===== src/rtl/dbg_hc_pkg.sv =====
package dbg_hc_pkg;
  localparam int unsigned DATA_W   = 32;
  localparam int unsigned KEY_LSB  = 16;
  localparam logic [15:0] KEY_DEF  = 16'hA05F;
  localparam int unsigned B_EN     = 0;
  localparam int unsigned B_HALT   = 1;
  localparam int unsigned B_STEP   = 2;
  localparam int unsigned B_MASK   = 3;
  localparam int unsigned B_REGRDY = 16;
  localparam int unsigned B_HALTED = 17;
  localparam int unsigned B_SLEEP  = 18;
  localparam int unsigned B_LOCKUP = 19;
  localparam int unsigned B_RETIRE = 24;
  localparam int unsigned B_RSTEV  = 25;
  localparam int unsigned N_STICKY = 2;   // index 0 retire, index 1 reset event

  typedef struct packed {
    logic mask;
    logic step;
    logic halt;
    logic en;
  } ctrl_t;
endpackage


===== src/rtl/dbg_hc_wrfilt.sv =====
module dbg_hc_wrfilt
  import dbg_hc_pkg::*;
#(
  parameter logic [15:0] KEY = KEY_DEF
) (
  input  logic              wr_en_i,
  input  logic              src_dbg_i,
  input  logic [DATA_W-1:0] wdata_i,
  input  ctrl_t             ctrl_i,
  input  logic              core_halted_i,
  output logic              accept_o,
  output ctrl_t             ctrl_o
);
  logic locked;

  assign accept_o = wr_en_i && (wdata_i[DATA_W-1:KEY_LSB] == KEY);
  // step/mask frozen while debugging a running core
  assign locked   = ctrl_i.en && !core_halted_i;

  always_comb begin
    ctrl_o = ctrl_i;
    if (accept_o) begin
      if (src_dbg_i) ctrl_o.en = wdata_i[B_EN];
      ctrl_o.halt = wdata_i[B_HALT];
      if (!locked) begin
        ctrl_o.step = wdata_i[B_STEP];
        ctrl_o.mask = wdata_i[B_MASK];
      end
    end
  end
endmodule


===== src/rtl/dbg_hc_run.sv =====
module dbg_hc_run (
  input  logic clk_i,
  input  logic rst_ni,
  input  logic accept_i,
  input  logic wr_halt_i,
  input  logic en_nxt_i,
  input  logic core_halted_i,
  output logic pend_o,
  output logic resume_o
);
  logic pend_d, resume_d;

  always_comb begin
    if (!en_nxt_i || core_halted_i) pend_d = 1'b0;
    else if (accept_i)              pend_d = wr_halt_i;
    else                            pend_d = pend_o;
    resume_d = accept_i && en_nxt_i && !wr_halt_i && core_halted_i;
  end

  always_ff @(posedge clk_i or negedge rst_ni) begin
    if (!rst_ni) begin
      pend_o   <= 1'b0;
      resume_o <= 1'b0;
    end else begin
      pend_o   <= pend_d;
      resume_o <= resume_d;
    end
  end
endmodule


===== src/rtl/dbg_hc_sticky.sv =====
module dbg_hc_sticky #(
  parameter int unsigned     N       = 2,
  parameter logic [N-1:0]    RST_VAL = '0
) (
  input  logic         clk_i,
  input  logic         rst_ni,
  input  logic [N-1:0] set_i,
  input  logic         clr_i,
  output logic [N-1:0] q_o
);
  for (genvar i = 0; i < N; i++) begin : g_bit
    always_ff @(posedge clk_i or negedge rst_ni) begin
      if (!rst_ni)       q_o[i] <= RST_VAL[i];
      else if (set_i[i]) q_o[i] <= 1'b1;   // set beats clear
      else if (clr_i)    q_o[i] <= 1'b0;
    end
  end
endmodule


===== src/rtl/dbg_halt_ctrl.sv =====
module dbg_halt_ctrl
  import dbg_hc_pkg::*;
#(
  parameter logic [15:0] KEY = KEY_DEF
) (
  input  logic              clk_i,
  input  logic              rst_ni,
  input  logic              wr_en_i,
  input  logic              rd_en_i,
  input  logic              src_dbg_i,
  input  logic [DATA_W-1:0] wdata_i,
  output logic [DATA_W-1:0] rdata_o,
  input  logic              core_halted_i,
  input  logic              core_sleep_i,
  input  logic              core_lockup_i,
  input  logic              core_regrdy_i,
  input  logic              core_retire_i,
  input  logic              core_reset_i,
  output logic              halt_req_o,
  output logic              resume_o,
  output logic              step_o,
  output logic              mask_int_o
);
  ctrl_t               ctrl_q, ctrl_d;
  logic                accept, pend;
  logic [N_STICKY-1:0] sticky;

  dbg_hc_wrfilt #(.KEY(KEY)) u_wrfilt (
    .wr_en_i      (wr_en_i),
    .src_dbg_i    (src_dbg_i),
    .wdata_i      (wdata_i),
    .ctrl_i       (ctrl_q),
    .core_halted_i(core_halted_i),
    .accept_o     (accept),
    .ctrl_o       (ctrl_d)
  );

  always_ff @(posedge clk_i or negedge rst_ni) begin
    if (!rst_ni) ctrl_q <= '0;
    else         ctrl_q <= ctrl_d;
  end

  dbg_hc_run u_run (
    .clk_i        (clk_i),
    .rst_ni       (rst_ni),
    .accept_i     (accept),
    .wr_halt_i    (wdata_i[B_HALT]),
    .en_nxt_i     (ctrl_d.en),
    .core_halted_i(core_halted_i),
    .pend_o       (pend),
    .resume_o     (resume_o)
  );

  dbg_hc_sticky #(.N(N_STICKY), .RST_VAL(2'b10)) u_sticky (
    .clk_i (clk_i),
    .rst_ni(rst_ni),
    .set_i ({core_reset_i, core_retire_i}),
    .clr_i (rd_en_i),
    .q_o   (sticky)
  );

  always_comb begin
    rdata_o           = '0;
    rdata_o[B_EN]     = ctrl_q.en;
    rdata_o[B_HALT]   = ctrl_q.halt;
    rdata_o[B_STEP]   = ctrl_q.step;
    rdata_o[B_MASK]   = ctrl_q.mask;
    rdata_o[B_REGRDY] = core_regrdy_i;
    rdata_o[B_HALTED] = core_halted_i;
    rdata_o[B_SLEEP]  = core_sleep_i;
    rdata_o[B_LOCKUP] = core_lockup_i;
    rdata_o[B_RETIRE] = sticky[0];
    rdata_o[B_RSTEV]  = sticky[1];
  end

  assign halt_req_o = ctrl_q.en && pend;
  assign step_o     = ctrl_q.en && ctrl_q.step;
  assign mask_int_o = ctrl_q.en && ctrl_q.mask;
endmodule


===== config.mk =====
export PLATFORM = sky130hd
export DESIGN_NAME = dbg_halt_ctrl
export DESIGN_NICKNAME = d
export VERILOG_FILES = /design/src/rtl/dbg_hc_pkg.sv /design/src/rtl/dbg_hc_wrfilt.sv /design/src/rtl/dbg_hc_run.sv /design/src/rtl/dbg_hc_sticky.sv /design/src/rtl/dbg_halt_ctrl.sv
export SDC_FILE = /design/constraint.sdc
export NUM_CORES = 1
export LEC_CHECK = 0
export ABC_AREA = 1
export CAP_MARGIN = 10
export CORE_MARGIN = 4
export CORE_UTILIZATION = 29
export DETAILED_ROUTE_END_ITERATION = 7
export GPL_ROUTABILITY_DRIVEN = 0
export PLACE_DENSITY = 0.93
export SYNTH_ARGS = -nofsm -noshare
export SYNTH_HDL_FRONTEND = slang
export SYNTH_SLANG_ARGS = --single-unit

===== constraint.sdc =====
create_clock -name clk_i -period 1.2 [get_ports clk_i]
set_input_delay 0.24 -clock clk_i [delete_from_list [all_inputs] [get_ports clk_i]]
set_output_delay 0.24 -clock clk_i [all_outputs]
set_load 0.1 [all_outputs]

; ---- Word-level counts from Yosys, hierarchy flattened
; Index checks and enable logic that the tools add are counted.
[op_classes]
n_reduce_logical = 16
n_eq_ne = 1
mux = 7
bitwise = 1
[op_table]
columns = cell, n
row1 = "equality test 16 bit, second input constant", 1
row2 = logical AND 1 bit, 8
row3 = 2-to-1 mux 1 bit, 7
row4 = nonzero test 2 bit, 3
row5 = logical NOT 1 bit, 3
row6 = AND reduction 2 bit, 1
row7 = logical OR 1 bit, 1
row8 = inverter 1 bit, 1
[totals]
reg_bits = 8
input_bits = 43
out_inout_bits = 36

; ---- Logic depth before layout (Yosys ltp)
[logic_depth]
depth_word = 6
mapped_depth = 8

; ---- By module
; Synthesis repeated with hierarchy kept, for this count alone.
[unflattened]
hier_cells = 101
area_unflattened_um2 = 719.4
[by_module_without_submodules]
columns = module, instances, cells_per_inst, area_per_inst_um2
row1 = dbg_halt_ctrl, 1, 37, 321.6
row2 = dbg_hc_wrfilt, 1, 44, 231.5
row3 = dbg_hc_run, 1, 11, 88.8
row4 = dbg_hc_sticky, 1, 9, 77.6

; ---- Least setup slack after synthesis
; No wires, ideal clock.
[synth_timing]
path_type = register to output
from = register ctrl_q (netlist bit rdata_o[0])
to = output halt_req_o
t_required_ns = 0.960
slack_ns = -0.736
n_path_buf = 0
arrival_ns = 1.696
path_stages_with_launch = 3
path_cell_list = dfrtp_1 -> nand2_1 -> inv_1
[synth_via]
elab_chain_cells = 1
[synth_lines]
columns = item, line_no
row1 = "start, declared", dbg_halt_ctrl.sv:24  ; ctrl_t ctrl_q, ctrl_d;
row2 = "start signal, assigned", dbg_halt_ctrl.sv:40  ; else ctrl_q <= ctrl_d;
row3 = logical AND 1 bit, dbg_halt_ctrl.sv:76  ; assign halt_req_o = ctrl_q.en && pend;
row4 = "end, declared", dbg_halt_ctrl.sv:19  ; output logic halt_req_o,
; Every way passes these cells.

; ---- Worst setup path after layout
[layout_timing]
from = register ctrl_q (netlist bit rdata_o[0])
to = output step_o
[layout_via]
elab_chain_cells = 1
[layout_lines]
columns = item, line_no
row1 = logical AND 1 bit, dbg_halt_ctrl.sv:77  ; assign step_o = ctrl_q.en && ctrl_q.step;
row2 = "end, declared", dbg_halt_ctrl.sv:21  ; output logic step_o,
; Every way passes these cells.

==> metrics <==
failing checks=negative setup slack; Area Overhead vs Synth=67.8%; cell taking the most area after synthesis=buf_4; NumNets Final=196; reg-to-reg setup timing slack=70 ps; share of post-route cells with drive strength above 1=29.6%; Synth area leaders=buf_4, dfrtp_1, nand2_1, inv_1, nand3_1; Routed Antenna Nets=0; Crit Path Category=reg -> out; final period utilization=115%; Core Util, Final=51.1%; Post-synth top flop=dfrtp_1; most numerous cell in the Yosys netlist=buf_4; Worst setup EP type=primary output; setup TNS=-852 ps; Fin Hold WS=251 ps; worst-path maximum fanout=6; GRT Total Usage=10.7%; Clk Latency, worst-skew pair=260 ps; clock net sink count=8; Initial Utilization=30.4%; Die ar.=3510 sq um; final setup fails=6; hold-fix buffer count after cts=0; maxcap violations=0; CTS clock-pin slew for the worst setup and hold paths=60 ps; PwrDens=803 nW/um^2; area of the multi-input gates=419 sq um; yosys warns=0; FF-to-FF Start=rdata_o[0]; RR Endpoint=u_run.resume_o; minimum clock period=1380 ps; gr ovfl total=0; register area=213 sq um; #FFs+latches synth=8; Hold Crit Class=in -> async; Netlist cell types=18; leakage power=0.615 nW; sequential share of the synthesized area=26.5%; Wirelength per Cell=10.9 um; Async SR Flop Fraction=100%; final slew viol count=0; fmax=723 MHz; CORE AREA=2500 sq um; Reg2Reg Depth=4; Detailed Place HPWL=1620 um; # placed instances=176; PnR Total Power=1.03 mW; io pins=79; share of the synthesized area in the top cell type=25.7%; Fill cells=243; most common library cells after synthesis=buf_4, nand2_1, inv_1; Rows=18; first-pass detailed-route iteration total=3; final wirelength=1980 um; Worst VDD drop=565 uV; Syn Area/Cell=6.73 sq um; Die X=59.2 um; Synth Cell Area=761 sq um; RSZ-0062 raised after global routing=true; Startpoint Class=flop; number of flops mapped to enable cells by yosys=0; htree depth=1; Worst Clk Skew=12.0 ps; TritonCTS clock tree=built; largest net degree at the start of global routing=9; via count=741; Mapped Cells=113; first-pass GRT wire length=2800 um; post-route insts no fill=182; final hold vios=0; die height=59.2 um; clk buf depth=2; DR iter-0 viols=13; Setup WS post-layout=-184 ps; status=finished with violations; CP required=960 ps; Vias/cell=4.07; arrival time worst endpoint=1140 ps; CTS Root Cell=clkbuf_4; IO buf count=38; CTS Buf Count=3; Remaining DRCs=0; initial antenna violation count=0; vias in the first global route=681; antenna cell count=0
what timing repair did:
item	4_1_cts	5_1_grt
resized for setup	25	4
setup buffers	2	0
endpoints found under the setup margin	13	13
pin swaps	19	3
registers in the layout (all words and copies together), names as in the netlist:
name and flops:
rdata_o 4, u_run.resume_o 1, u_run.pend_o 1, u_sticky.q_o 2
per-layer routing:
metal	vias to the layer above	wire [um]	GRT usage, %
met4	0	0	3.88
met3	0	212	5.01
met1	337	681	9.97
li1	371	-	-
met5	-	0	0
met2	33	1090	19.8
worst max-delay path: stages (launching register included):
cell and delay [ps]:
dfrtp_4 540, nand2_4 90, clkinvlp_4 80, buf_12 170
placed cells by master, fill, tap and decap left out:
| cell type | instances |
|---|---|
| o21ai_0 | 1 |
| clkinvlp_4 | 3 |
| o21bai_1 | 2 |
| inv_1 | 13 |
| clkdlybuf4s50_1 | 9 |
| inv_2 | 5 |
| nor3_2 | 2 |
| dlymetal6s2s_1 | 2 |
| nor2_4 | 4 |
| nand2_2 | 3 |
| buf_4 | 2 |
| nor3_1 | 1 |
| nor2_2 | 3 |
| dfstp_2 | 1 |
| clkbuf_1 | 1 |
| nor2_1 | 9 |
| nand2_1 | 15 |
| nand3_2 | 2 |
| nand4_1 | 2 |
| dfrtp_1 | 4 |
| nand3_1 | 9 |
| dfrtp_4 | 3 |
| nand2_4 | 3 |
| o21a_1 | 1 |
| conb_1 | 22 |
| dlygate4sd2_1 | 16 |
| clkbuf_4 | 3 |
| buf_12 | 11 |
worst max-delay path by stage:
| stage | from | to | slack (ps) | cells past startpoint |
|---|---|---|---|---|
| global placement | wr_en_i | rdata_o[3] | -340 | 8 |
| finish | rdata_o[0] | step_o | -180 | 3 |
| detailed placement | wr_en_i | rdata_o[2] | -390 | 8 |
| global route | rdata_o[0] | step_o | -220 | 3 |
| floorplan | rdata_o[0] | mask_int_o | -190 | 2 |
| CTS | rdata_o[0] | step_o | -200 | 3 |
area by class of cell:
cell class                      count  share of cell area (%)
Clock buffer                        4                    2.06
Inverter                           21                    7.06
Multi-Input combinational cell     79                    32.8
Sequential cell                     8                    16.7
Tap cell                           30                    2.94
Timing Repair Buffer               40                    38.4
stage by stage:
step | worst slack [ps] | instance area [sq um]
detailed placement | -390 | 1220
finish | -184 | 1280
global route | -223 | 1280
global placement | -337 | 1220
CTS | -198 | 1260
floorplan | -192 | 885
kinds of logic (layout without fill, tap and decap cells):
| kind of cell | Yosys count | count (layout) | share of synthesized area [%] |
|---|---|---|---|
| simple gates | 53 | 53 | 33.4 |
| compound gates | 4 | 4 | 3.62 |
| other cells | 1 | 22 | 0.493 |
| buf+inv | 47 | 65 | 36.0 |
| flops | 8 | 8 | 26.5 |
power by group:
part	leakage (nW)	internal [mW]	total (mW)	switching, mW
registers	0.0961	0.276	0.281	0.00496
logic	0.504	0.100	0.514	0.414
clock network	0.0150	0.128	0.230	0.102
total	0.615	0.504	1.03	0.521
(Power assumes the default switching activity.)
